===== src/rtl/eic_pkg.sv =====
// Package: shared register offsets and detect-bit positions for the
// ECC error injection and capture block.
// Assumes a 32-bit register port and a 4-bit word offset.
package eic_pkg;

    localparam int REG_W = 32;

    // Word offsets of the register map
    typedef enum logic [3:0] {
        OFS_INJ_HI   = 4'd0,
        OFS_INJ_LO   = 4'd1,
        OFS_INJ_CTL  = 4'd2,
        OFS_DETECT   = 4'd3,
        OFS_SBE_CNT  = 4'd4,
        OFS_CAP_HI   = 4'd5,
        OFS_CAP_LO   = 4'd6,
        OFS_CAP_CHK  = 4'd7,
        OFS_CAP_ADDR = 4'd8,
        OFS_CAP_EXT  = 4'd9,
        OFS_CAP_ATTR = 4'd10
    } reg_ofs_e;

    // Detect register bit positions
    localparam int DET_OVF      = 31;
    localparam int DET_ADDR_PAR = 8;
    localparam int DET_CALIB    = 7;
    localparam int DET_MBE      = 3;
    localparam int DET_SBE      = 2;
    localparam int DET_SEL      = 0;

    // Position of the injection enable in the control register
    localparam int CTL_EN_BIT = 31;

    // Bits of the detect register that can ever be set
    localparam logic [REG_W-1:0] DET_DEFINED =
        (REG_W'(1) << DET_OVF) | (REG_W'(1) << DET_ADDR_PAR) |
        (REG_W'(1) << DET_CALIB) | (REG_W'(1) << DET_MBE) |
        (REG_W'(1) << DET_SBE) | (REG_W'(1) << DET_SEL);

endpackage


===== src/rtl/eic_inject.sv =====
// Module: write-path fault injection.
// Holds the upper and lower data masks and the check mask with its enable,
// and XORs the masks into the outgoing write data while enabled.
// Assumes DATA_W is twice REG_W's usable half and CHK_W < REG_W.
module eic_inject
    import eic_pkg::*;
#(
    parameter int DATA_W = 64,
    parameter int CHK_W  = 8,
    parameter int AW     = 4
) (
    input  logic              clk,
    input  logic              rst_n,
    input  logic              wr_stb,
    input  logic [AW-1:0]     reg_addr,
    input  logic [REG_W-1:0]  reg_wdata,
    input  logic [DATA_W-1:0] data_in,
    input  logic [CHK_W-1:0]  chk_in,
    output logic [DATA_W-1:0] data_out,
    output logic [CHK_W-1:0]  chk_out,
    output logic [DATA_W-1:0] data_mask,
    output logic [CHK_W-1:0]  chk_mask,
    output logic              inj_en
);

    localparam int HALF_W = DATA_W / 2;

    logic [DATA_W-1:0] eff_data_mask;
    logic [CHK_W-1:0]  eff_chk_mask;

    // One mask register per data half; index 1 is the upper half
    for (genvar g = 0; g < 2; g++) begin : g_half
        localparam logic [AW-1:0] HALF_OFS =
            (g == 1) ? AW'(OFS_INJ_HI) : AW'(OFS_INJ_LO);
        logic [HALF_W-1:0] mask_q;

        // Load this half's mask on a register write to its offset
        always_ff @(posedge clk) begin
            if (!rst_n)
                mask_q <= '0;
            else if (wr_stb && reg_addr == HALF_OFS)
                mask_q <= reg_wdata[HALF_W-1:0];
        end

        assign data_mask[g*HALF_W +: HALF_W] = mask_q;
    end

    // Control register: enable bit and check-byte mask
    always_ff @(posedge clk) begin
        if (!rst_n) begin
            inj_en   <= 1'b0;
            chk_mask <= '0;
        end else if (wr_stb && reg_addr == AW'(OFS_INJ_CTL)) begin
            inj_en   <= reg_wdata[CTL_EN_BIT];
            chk_mask <= reg_wdata[CHK_W-1:0];
        end
    end

    // Gate the masks with the enable and corrupt the write path
    always_comb begin
        eff_data_mask = inj_en ? data_mask : '0;
        eff_chk_mask  = inj_en ? chk_mask  : '0;
        data_out      = data_in ^ eff_data_mask;
        chk_out       = chk_in  ^ eff_chk_mask;
    end

endmodule


===== src/rtl/eic_status.sv =====
// Module: detect register, single-bit error counter and interrupt.
// Detect bits are set by events and cleared by writing ones; a set in the
// same cycle as a clear wins. The counter saturates at all ones.
// Assumes err_sbe/err_mbe are already qualified by the read-valid strobe.
module eic_status
    import eic_pkg::*;
#(
    parameter int CNT_W = 8
) (
    input  logic              clk,
    input  logic              rst_n,
    input  logic              err_sbe,
    input  logic              err_mbe,
    input  logic              ev_addr_par,
    input  logic              ev_calib,
    input  logic              ev_sel,
    input  logic              det_clr_we,
    input  logic [REG_W-1:0]  det_clr_mask,
    input  logic              cnt_we,
    input  logic [CNT_W-1:0]  cnt_wdata,
    output logic [REG_W-1:0]  det_q,
    output logic [CNT_W-1:0]  cnt_q,
    output logic              frozen,
    output logic              irq
);

    localparam logic [CNT_W-1:0] CNT_MAX = {CNT_W{1'b1}};

    logic [REG_W-1:0] set_v;
    logic [REG_W-1:0] clr_v;
    logic             count_hit;

    assign frozen = det_q[DET_SBE] | det_q[DET_MBE];
    assign irq    = |det_q;

    // Build the set and clear vectors for this cycle
    always_comb begin
        set_v = '0;
        if (err_mbe)
            set_v[DET_MBE] = 1'b1;
        else if (err_sbe)
            set_v[DET_SBE] = 1'b1;
        if ((err_mbe || err_sbe) && frozen)
            set_v[DET_OVF] = 1'b1;
        set_v[DET_ADDR_PAR] = ev_addr_par;
        set_v[DET_CALIB]    = ev_calib;
        set_v[DET_SEL]      = ev_sel;
        clr_v     = det_clr_we ? (det_clr_mask & DET_DEFINED) : '0;
        count_hit = err_sbe && !err_mbe && (cnt_q != CNT_MAX);
    end

    // Detect register update: clear first, then set
    always_ff @(posedge clk) begin
        if (!rst_n)
            det_q <= '0;
        else
            det_q <= (det_q & ~clr_v) | set_v;
    end

    // Saturating single-bit error counter; a software write takes priority
    always_ff @(posedge clk) begin
        if (!rst_n)
            cnt_q <= '0;
        else if (cnt_we)
            cnt_q <= cnt_wdata;
        else if (count_hit)
            cnt_q <= cnt_q + CNT_W'(1);
    end

endmodule


===== src/rtl/eic_capture.sv =====
// Module: first-error capture registers.
// Loads the failing transaction when cap_en is high; holds otherwise.
// Assumes the caller suppresses cap_en while a capture is frozen.
module eic_capture #(
    parameter int DATA_W = 64,
    parameter int CHK_W  = 8,
    parameter int ADDR_W = 32,
    parameter int EXT_W  = 4,
    parameter int ATTR_W = 32
) (
    input  logic              clk,
    input  logic              rst_n,
    input  logic              cap_en,
    input  logic [DATA_W-1:0] data_in,
    input  logic [CHK_W-1:0]  chk_in,
    input  logic [ADDR_W-1:0] addr_in,
    input  logic [EXT_W-1:0]  ext_in,
    input  logic [ATTR_W-1:0] attr_in,
    output logic [DATA_W-1:0] cap_data,
    output logic [CHK_W-1:0]  cap_chk,
    output logic [ADDR_W-1:0] cap_addr,
    output logic [EXT_W-1:0]  cap_ext,
    output logic [ATTR_W-1:0] cap_attr
);

    // Record the whole transaction in one cycle
    always_ff @(posedge clk) begin
        if (!rst_n) begin
            cap_data <= '0;
            cap_chk  <= '0;
            cap_addr <= '0;
            cap_ext  <= '0;
            cap_attr <= '0;
        end else if (cap_en) begin
            cap_data <= data_in;
            cap_chk  <= chk_in;
            cap_addr <= addr_in;
            cap_ext  <= ext_in;
            cap_attr <= attr_in;
        end
    end

endmodule


===== src/rtl/eic_readmux.sv =====
// Module: registered read-back multiplexer for the register port.
// Selects a register by word offset; unmapped offsets return zero.
// The output holds its value between reads.
module eic_readmux
    import eic_pkg::*;
#(
    parameter int DATA_W = 64,
    parameter int CHK_W  = 8,
    parameter int ADDR_W = 32,
    parameter int EXT_W  = 4,
    parameter int ATTR_W = 32,
    parameter int CNT_W  = 8,
    parameter int AW     = 4
) (
    input  logic              clk,
    input  logic              rst_n,
    input  logic              rd_stb,
    input  logic [AW-1:0]     reg_addr,
    input  logic [DATA_W-1:0] data_mask,
    input  logic [CHK_W-1:0]  chk_mask,
    input  logic              inj_en,
    input  logic [REG_W-1:0]  det_q,
    input  logic [CNT_W-1:0]  cnt_q,
    input  logic [DATA_W-1:0] cap_data,
    input  logic [CHK_W-1:0]  cap_chk,
    input  logic [ADDR_W-1:0] cap_addr,
    input  logic [EXT_W-1:0]  cap_ext,
    input  logic [ATTR_W-1:0] cap_attr,
    output logic [REG_W-1:0]  rdata_q
);

    localparam int HALF_W = DATA_W / 2;

    logic [REG_W-1:0] sel_v;
    logic [REG_W-1:0] ctl_v;

    // Assemble the control word and pick the addressed register
    always_comb begin
        ctl_v             = REG_W'(chk_mask);
        ctl_v[CTL_EN_BIT] = inj_en;
        case (reg_addr)
            AW'(OFS_INJ_HI):   sel_v = REG_W'(data_mask[DATA_W-1:HALF_W]);
            AW'(OFS_INJ_LO):   sel_v = REG_W'(data_mask[HALF_W-1:0]);
            AW'(OFS_INJ_CTL):  sel_v = ctl_v;
            AW'(OFS_DETECT):   sel_v = det_q;
            AW'(OFS_SBE_CNT):  sel_v = REG_W'(cnt_q);
            AW'(OFS_CAP_HI):   sel_v = REG_W'(cap_data[DATA_W-1:HALF_W]);
            AW'(OFS_CAP_LO):   sel_v = REG_W'(cap_data[HALF_W-1:0]);
            AW'(OFS_CAP_CHK):  sel_v = REG_W'(cap_chk);
            AW'(OFS_CAP_ADDR): sel_v = REG_W'(cap_addr);
            AW'(OFS_CAP_EXT):  sel_v = REG_W'(cap_ext);
            AW'(OFS_CAP_ATTR): sel_v = REG_W'(cap_attr);
            default:           sel_v = '0;
        endcase
    end

    // Register the selected word on a read request
    always_ff @(posedge clk) begin
        if (!rst_n)
            rdata_q <= '0;
        else if (rd_stb)
            rdata_q <= sel_v;
    end

endmodule


===== src/rtl/ecc_inject_capture.sv =====
// Module: top of the ECC error injection and capture block.
// Write path: XOR fault injection. Read path: first-error capture,
// detect flags, single-bit counter and interrupt, all on a 32-bit
// register port with one cycle of read latency.
// Assumes a single register access per cycle and a synchronous reset.
module ecc_inject_capture
    import eic_pkg::*;
#(
    parameter int DATA_W = 64,
    parameter int CHK_W  = 8,
    parameter int ADDR_W = 32,
    parameter int EXT_W  = 4,
    parameter int ATTR_W = 32,
    parameter int CNT_W  = 8,
    parameter int AW     = 4
) (
    input  logic              clk,
    input  logic              rst_n,
    input  logic [DATA_W-1:0] wr_data_in,
    input  logic [CHK_W-1:0]  wr_chk_in,
    output logic [DATA_W-1:0] wr_data_out,
    output logic [CHK_W-1:0]  wr_chk_out,
    input  logic              rd_valid,
    input  logic              rd_sbe,
    input  logic              rd_mbe,
    input  logic [DATA_W-1:0] rd_data,
    input  logic [CHK_W-1:0]  rd_chk,
    input  logic [ADDR_W-1:0] rd_addr,
    input  logic [EXT_W-1:0]  rd_ext_addr,
    input  logic [ATTR_W-1:0] rd_attr,
    input  logic              ev_addr_par,
    input  logic              ev_calib,
    input  logic              ev_sel,
    input  logic              reg_en,
    input  logic              reg_we,
    input  logic [AW-1:0]     reg_addr,
    input  logic [REG_W-1:0]  reg_wdata,
    output logic [REG_W-1:0]  reg_rdata,
    output logic              irq
);

    logic              wr_stb;
    logic              rd_stb;
    logic              err_sbe_w;
    logic              err_mbe_w;
    logic              frozen_w;
    logic              cap_en_w;
    logic              inj_en_w;
    logic [DATA_W-1:0] data_mask_w;
    logic [CHK_W-1:0]  chk_mask_w;
    logic [REG_W-1:0]  det_w;
    logic [CNT_W-1:0]  cnt_w;
    logic [DATA_W-1:0] cap_data_w;
    logic [CHK_W-1:0]  cap_chk_w;
    logic [ADDR_W-1:0] cap_addr_w;
    logic [EXT_W-1:0]  cap_ext_w;
    logic [ATTR_W-1:0] cap_attr_w;

    // Access strobes and qualified error flags
    always_comb begin
        wr_stb    = reg_en && reg_we;
        rd_stb    = reg_en && !reg_we;
        err_sbe_w = rd_valid && rd_sbe;
        err_mbe_w = rd_valid && rd_mbe;
        cap_en_w  = (err_sbe_w || err_mbe_w) && !frozen_w;
    end

    eic_inject #(
        .DATA_W (DATA_W),
        .CHK_W  (CHK_W),
        .AW     (AW)
    ) u_inj (
        .clk       (clk),
        .rst_n     (rst_n),
        .wr_stb    (wr_stb),
        .reg_addr  (reg_addr),
        .reg_wdata (reg_wdata),
        .data_in   (wr_data_in),
        .chk_in    (wr_chk_in),
        .data_out  (wr_data_out),
        .chk_out   (wr_chk_out),
        .data_mask (data_mask_w),
        .chk_mask  (chk_mask_w),
        .inj_en    (inj_en_w)
    );

    eic_status #(
        .CNT_W (CNT_W)
    ) u_stat (
        .clk          (clk),
        .rst_n        (rst_n),
        .err_sbe      (err_sbe_w),
        .err_mbe      (err_mbe_w),
        .ev_addr_par  (ev_addr_par),
        .ev_calib     (ev_calib),
        .ev_sel       (ev_sel),
        .det_clr_we   (wr_stb && reg_addr == AW'(OFS_DETECT)),
        .det_clr_mask (reg_wdata),
        .cnt_we       (wr_stb && reg_addr == AW'(OFS_SBE_CNT)),
        .cnt_wdata    (reg_wdata[CNT_W-1:0]),
        .det_q        (det_w),
        .cnt_q        (cnt_w),
        .frozen       (frozen_w),
        .irq          (irq)
    );

    eic_capture #(
        .DATA_W (DATA_W),
        .CHK_W  (CHK_W),
        .ADDR_W (ADDR_W),
        .EXT_W  (EXT_W),
        .ATTR_W (ATTR_W)
    ) u_cap (
        .clk      (clk),
        .rst_n    (rst_n),
        .cap_en   (cap_en_w),
        .data_in  (rd_data),
        .chk_in   (rd_chk),
        .addr_in  (rd_addr),
        .ext_in   (rd_ext_addr),
        .attr_in  (rd_attr),
        .cap_data (cap_data_w),
        .cap_chk  (cap_chk_w),
        .cap_addr (cap_addr_w),
        .cap_ext  (cap_ext_w),
        .cap_attr (cap_attr_w)
    );

    eic_readmux #(
        .DATA_W (DATA_W),
        .CHK_W  (CHK_W),
        .ADDR_W (ADDR_W),
        .EXT_W  (EXT_W),
        .ATTR_W (ATTR_W),
        .CNT_W  (CNT_W),
        .AW     (AW)
    ) u_rd (
        .clk       (clk),
        .rst_n     (rst_n),
        .rd_stb    (rd_stb),
        .reg_addr  (reg_addr),
        .data_mask (data_mask_w),
        .chk_mask  (chk_mask_w),
        .inj_en    (inj_en_w),
        .det_q     (det_w),
        .cnt_q     (cnt_w),
        .cap_data  (cap_data_w),
        .cap_chk   (cap_chk_w),
        .cap_addr  (cap_addr_w),
        .cap_ext   (cap_ext_w),
        .cap_attr  (cap_attr_w),
        .rdata_q   (reg_rdata)
    );

endmodule


===== config.mk =====
export PLATFORM = sky130hd
export DESIGN_NAME = ecc_inject_capture
export DESIGN_NICKNAME = d
export VERILOG_FILES = /design/src/rtl/eic_pkg.sv /design/src/rtl/eic_inject.sv /design/src/rtl/eic_status.sv /design/src/rtl/eic_capture.sv /design/src/rtl/eic_readmux.sv /design/src/rtl/ecc_inject_capture.sv
export SDC_FILE = /design/constraint.sdc
export NUM_CORES = 1
export LEC_CHECK = 0
export ABC_AREA = 1
export BUFFER_PORTS_ARGS = -buffer_cell sky130_fd_sc_hd__buf_2
export CAP_MARGIN = 20
export CORE_MARGIN = 2
export CORE_UTILIZATION = 25
export CTS_BUF_LIST = sky130_fd_sc_hd__clkbuf_4
export CTS_CLUSTER_DIAMETER = 60
export DETAILED_ROUTE_END_ITERATION = 16
export HOLD_SLACK_MARGIN = 0.03
export SYNTH_ARGS = -nofsm -noshare
export SYNTH_HDL_FRONTEND = slang
export SYNTH_SLANG_ARGS = --single-unit

===== constraint.sdc =====
create_clock -name clk -period 3.1 [get_ports clk]
set_input_delay 0.31 -clock clk [delete_from_list [all_inputs] [get_ports clk]]
set_output_delay 0.31 -clock clk [all_outputs]
set_load 0.02 [all_outputs]

## Yosys cells after proc, flatten, opt, wreduce, memory -nomap -nowiden

Index checks and enable logic that the tools add are counted.

- Add/subtract/negate cells: 1
- Equality and inequality tests: 11
- Multiplexer cells: 10
- Bitwise operators: 6
- Reduce and logical (&&, ||, !) cells: 20

Operators by type and width:

| operator | number |
|---|---|
| 32-bit case mux with 11 select lines | 1 |
| 64-bit 2-to-1 mux | 1 |
| 64-bit XOR | 1 |
| 32-bit AND | 1 |
| 32-bit 2-to-1 mux | 1 |
| 32-bit NOT | 1 |
| 32-bit bitwise OR | 1 |
| 32-bit OR reduction | 1 |
| 8-bit 2-to-1 mux | 3 |
| 4-bit by 3-bit equality test with 1-bit output, second input constant | 4 |
| 1-bit logical AND | 13 |
| 4-bit equality test, second input constant | 3 |
| 8-bit by 1-bit adder with 8-bit output, second input constant | 1 |
| 4-bit by 2-bit equality test with 1-bit output, second input constant | 2 |
| 8-bit inequality test, second input constant | 1 |
| 8-bit XOR | 1 |
| 4-bit by 1-bit equality test with 1-bit output, second input constant | 1 |
| 4-bit zero test | 1 |
| 1-bit 2-to-1 mux | 4 |
| 1-bit zero test | 3 |
| 2-bit nonzero test | 1 |
| 1-bit logical OR | 1 |
| 1-bit bitwise OR | 1 |

- Flip-flop bits (word level): 285
- Input bits: 258
- Output and inout bits: 105
- Word-level logic and storage cells: 60

## Depth between registers and ports, before layout

- Depth in word-level cells: 6
- Depth in mapped cells: 10
- Depth with buffers taken out: 10

## Hierarchy

Synthesis repeated with hierarchy kept, for this count alone.

- Cells, all modules: 2479
- Area, all modules: 14699.1 um^2

Modules (own cells, without submodules):

| module | times used | cells each | area each (um^2) | seq. area each (um^2) |
|---|---|---|---|---|
| eic_capture | 1 | 887 | 5746.8 | 2802.7 |
| eic_inject | 1 | 728 | 4535.6 | 1461.4 |
| eic_readmux | 1 | 695 | 3344.5 | 640.6 |
| eic_status | 1 | 150 | 997.2 | 280.3 |
| ecc_inject_capture | 1 | 19 | 75.1 | 0.0 |

## Least setup slack after synthesis

Ideal clock, no wire load.

- Path kind: flip-flop to output port
- From: reg u_inj.inj_en
- To: out wr_data_out[54]
- Data arrival time: 1.331 ns
- Data required time: 2.790 ns
- Path slack: 1.459 ns
- Stages on the path, launching flop included: 5
- Buffers on the path: 2
- Path through: dfxtp_1 clkbuf_1 clkbuf_1 nand2_1 xnor2_1

- Word-level cells in the longest chain between the ends: 2

Ends and longest elaborated chain:

| element | RTL line | RTL |
|---|---|---|
| from (decl) | eic_inject.sv:23 | `output logic inj_en` |
| from (signal assigned) | eic_inject.sv:54 | `inj_en <= reg_wdata[CTL_EN_BIT];` |
| 64-bit 2-to-1 mux | eic_inject.sv:61 | `eff_data_mask = inj_en ? data_mask : '0;` |
| 64-bit XOR | eic_inject.sv:63 | `data_out = data_in ^ eff_data_mask;` |
| to (decl) | ecc_inject_capture.sv:21 | `output logic [DATA_W-1:0] wr_data_out,` |

No other way between the ends.

## Final worst setup path

- From: reg u_inj.inj_en
- To: out wr_data_out[21]

The elaborated chain is that of the path after synthesis.

==> run_results.csv <==
group,metric,value,unit
floorplan,start_util,25.3,%
global_route,grt_max_degree,151,
clock_network,path_clk_slew,0.07,ns
power_and_ir_drop,power,8170,uW
synth,synth_ff_type,"dfxtp_1",
sta,max_freq,387,MHz
synth,yosys.area.top_type_share,42.8,%
synth,async_reset_ff_share,0,%
synth,ys_seq_elements,259,
final_layout,final_area,17300,um2
route,wl_per_cell,16.1,um
synth,syn_nets,2035,
route,ant_nets,0,
clock_network,root_buffer,"clkbuf_4",
clock_network,cts.sinks,259,
floorplan,die_h,224,um
route,drc,0,
hold_path,min_from,"reg_addr[0]",
setup_path,cp.required,2.79,ns
route,drtIter0Drc,799,
synth,syn-instance-count,1776,
final_layout,layout-drive-gt1-share,22.3,%
global_route,track_usage,18.8,%
global_route,grt_overflow,0,
sta,finalCriticalPeriod,2.58,ns
global_route,grt_pass1_wl,72.8,mm
power_and_ir_drop,peakVddDrop,0.192,mV
setup_path,critPathArrivalTime,2.27,ns
clock_network,htreeDepth,3,
global_route,first_global_vias,13197,
setup_path,cp_max_fo,50,
synth,synth_area_leaders,"dfxtp_1 43%, nand2_1 13%, nor2_1 11%, o21ai_0 8.2%, xnor2_1 5.3%",
route,finalWirelength,48.2,mm
floorplan,die_w,224,um
run_status,outcome,"completed",
synth,syn_avg_cell_area,6.83,um2
placement,post_dp_cell_area,14400,um2
sta,rsz0062_at_grt,"no",
setup_path,r2r-start,"u_stat.det_q[3]",
sta,drv_slew,0,
synth,synth_edf_count,0,
clock_network,cts_hold_buf,191,
clock_network,cts-resized-gates,0,
synth,synth.distinct_cells,28,
clock_network,cts_made_buffers,75,
synth,yosys_warnings,0,
flow_run,cap_violations,0,
hold_path,hold_class,"in2reg",
sta,whs,0.158,ns
placement,gp_congestion,0.883,
synth,synth_commonest_cells,"417 x nand2_1, 340 x nor2_1, 259 x dfxtp_1",
final_layout,fin_util,36.1,%
clock_network,cts_setup_buffers,0,
route,dr.pass1.iters,6,
final_layout,layout.nets,2579,
floorplan,die_area,50300,um2
sta,clock_skew,0.0539,ns
floorplan,fp.coreArea,47800,um2
sta,hold_viol,0,
route,vias_per_cell,4.54,
setup_path,end_kind,"output pin",
sta,setup_viol_count_final,0,
final_layout,syn_to_final_growth,42.6,%
setup_path,path_class,"reg2out",
placement,port_buffers,362,
sta,setup_tns,0,ns
power_and_ir_drop,power_density,472,nW/um2
clock_network,cts_tree,"done",
synth,synth-seq-area-share,42.8,%
clock_network,clockBufferDepth,3,
power_and_ir_drop,p_leak,0.00758,uW
sta,worstMarginPinSlew,0.968,ns
placement,dpl.hpwl,34.2,mm
sta,layout_worst_path_cycle_share,83.3,%
setup_path,crit_path_start,"u_inj.inj_en",
synth,synth_area,12100,um2
clock_network,clkLatencyLatePin,0.77,ns
floorplan,io_pins,363,
global_route,antenna_found_initial,4,
synth,synthMostInstantiatedCell,"nand2_1",
setup_path,critPathLaunchType,"flip-flop",
sta,relSlewSlack,35.2,%
floorplan,rows,80,
route,vias,13553,
synth,synth_top_cell_by_area,"dfxtp_1",
## cell families after synthesis
logic type      Yosys count  share of synthesized area, %
xor+xnor                 77                          5.56
simple gates            879                          29.5
compound gates          346                          14.5
buf+inv                 214                          7.55
flops                   259                          42.8
fa+ha+maj                 1                         0.103
## final cells by class
cell class | count | area (um2)
timing repair buffer | 575 | 3940
clock inverter | 21 | 163
multi-input combinational | 1303 | 6030
tap | 615 | 769
antenna | 4 | 10.0
sequential | 259 | 5190
clock buffer | 104 | 781
inverter | 106 | 403
fill | 5126 | 30600
## cells in the final DEF (no fill, tap or decap)
cell	instances
a21oi_1	124
nand4_1	1
o21ai_0	199
nor2_2	2
nand2_4	6
o22ai_1	21
diode_2	4
nor2_4	6
xor2_1	4
o21ai_1	2
dlygate4sd3_1	191
clkinv_1	12
nor4_1	1
buf_4	19
inv_4	2
nor2_1	339
nor3_1	3
nor2_8	3
clkinv_2	4
nand2_2	5
buf_2	361
inv_1	99
clkbuf_4	104
xnor2_1	73
bufinv_16	3
nand2_1	416
inv_2	7
nor3b_1	1
dfxtp_2	1
nand3_1	96
dfxtp_1	258
buf_12	4
ha_1	1
## power by group
group	internal, uW	switching (uW)	total (uW)
clock network	1790	1500	3290
registers	3530	111	3640
logic	537	700	1240
total	5850	2310	8170
## path summary, 6_finish.rpt
kind,depth (start not counted),to,slack (ns)
worst min register to register,2,u_cap.cap_data[8],0.46
worst min-delay path,6,u_inj.g_half[1].mask_q[6],0.16
worst max register to register,6,u_cap.cap_data[3],1.16
worst max-delay path,4,wr_data_out[21],0.52
## sequential cells by signal, indices dropped and copies added, names as in the netlist
| name | flops |
|---|---|
| u_cap.cap_addr | 32 |
| u_cap.cap_attr | 32 |
| u_cap.cap_chk | 8 |
| u_cap.cap_data | 64 |
| u_cap.cap_ext | 4 |
| u_inj.chk_mask | 8 |
| u_inj.g_half.mask_q | 64 |
| u_inj.inj_en | 1 |
| u_rd.rdata_q | 32 |
| u_stat.cnt_q | 8 |
| u_stat.det_q | 6 |
## through the flow
step / setup WS [ns] / std cells
final: 0.517 / 2987
after global routing: 0.306 / 2987
after CTS: 0.369 / 2983
after detailed placement: 0.866 / 2667
after global placement: 0.911 / 2667
after floorplan: 1.46 / 1776
## layer usage
metal	track usage [%]	share of wire [%]	up-vias
li1	-	-	6775
met1	26.0	48	6173
met2	28.7	43	522
met3	3.72	6.7	83
met4	7.14	2.4	0
met5	0	0	-
## critical path, cell delays in order (launching register included)
cell and delay [ns]:
dfxtp_2 0.64, buf_12 0.28, nand2_1 0.09, xnor2_1 0.27, buf_2 0.23
No activity file was read; power rests on OpenSTA's default activity.
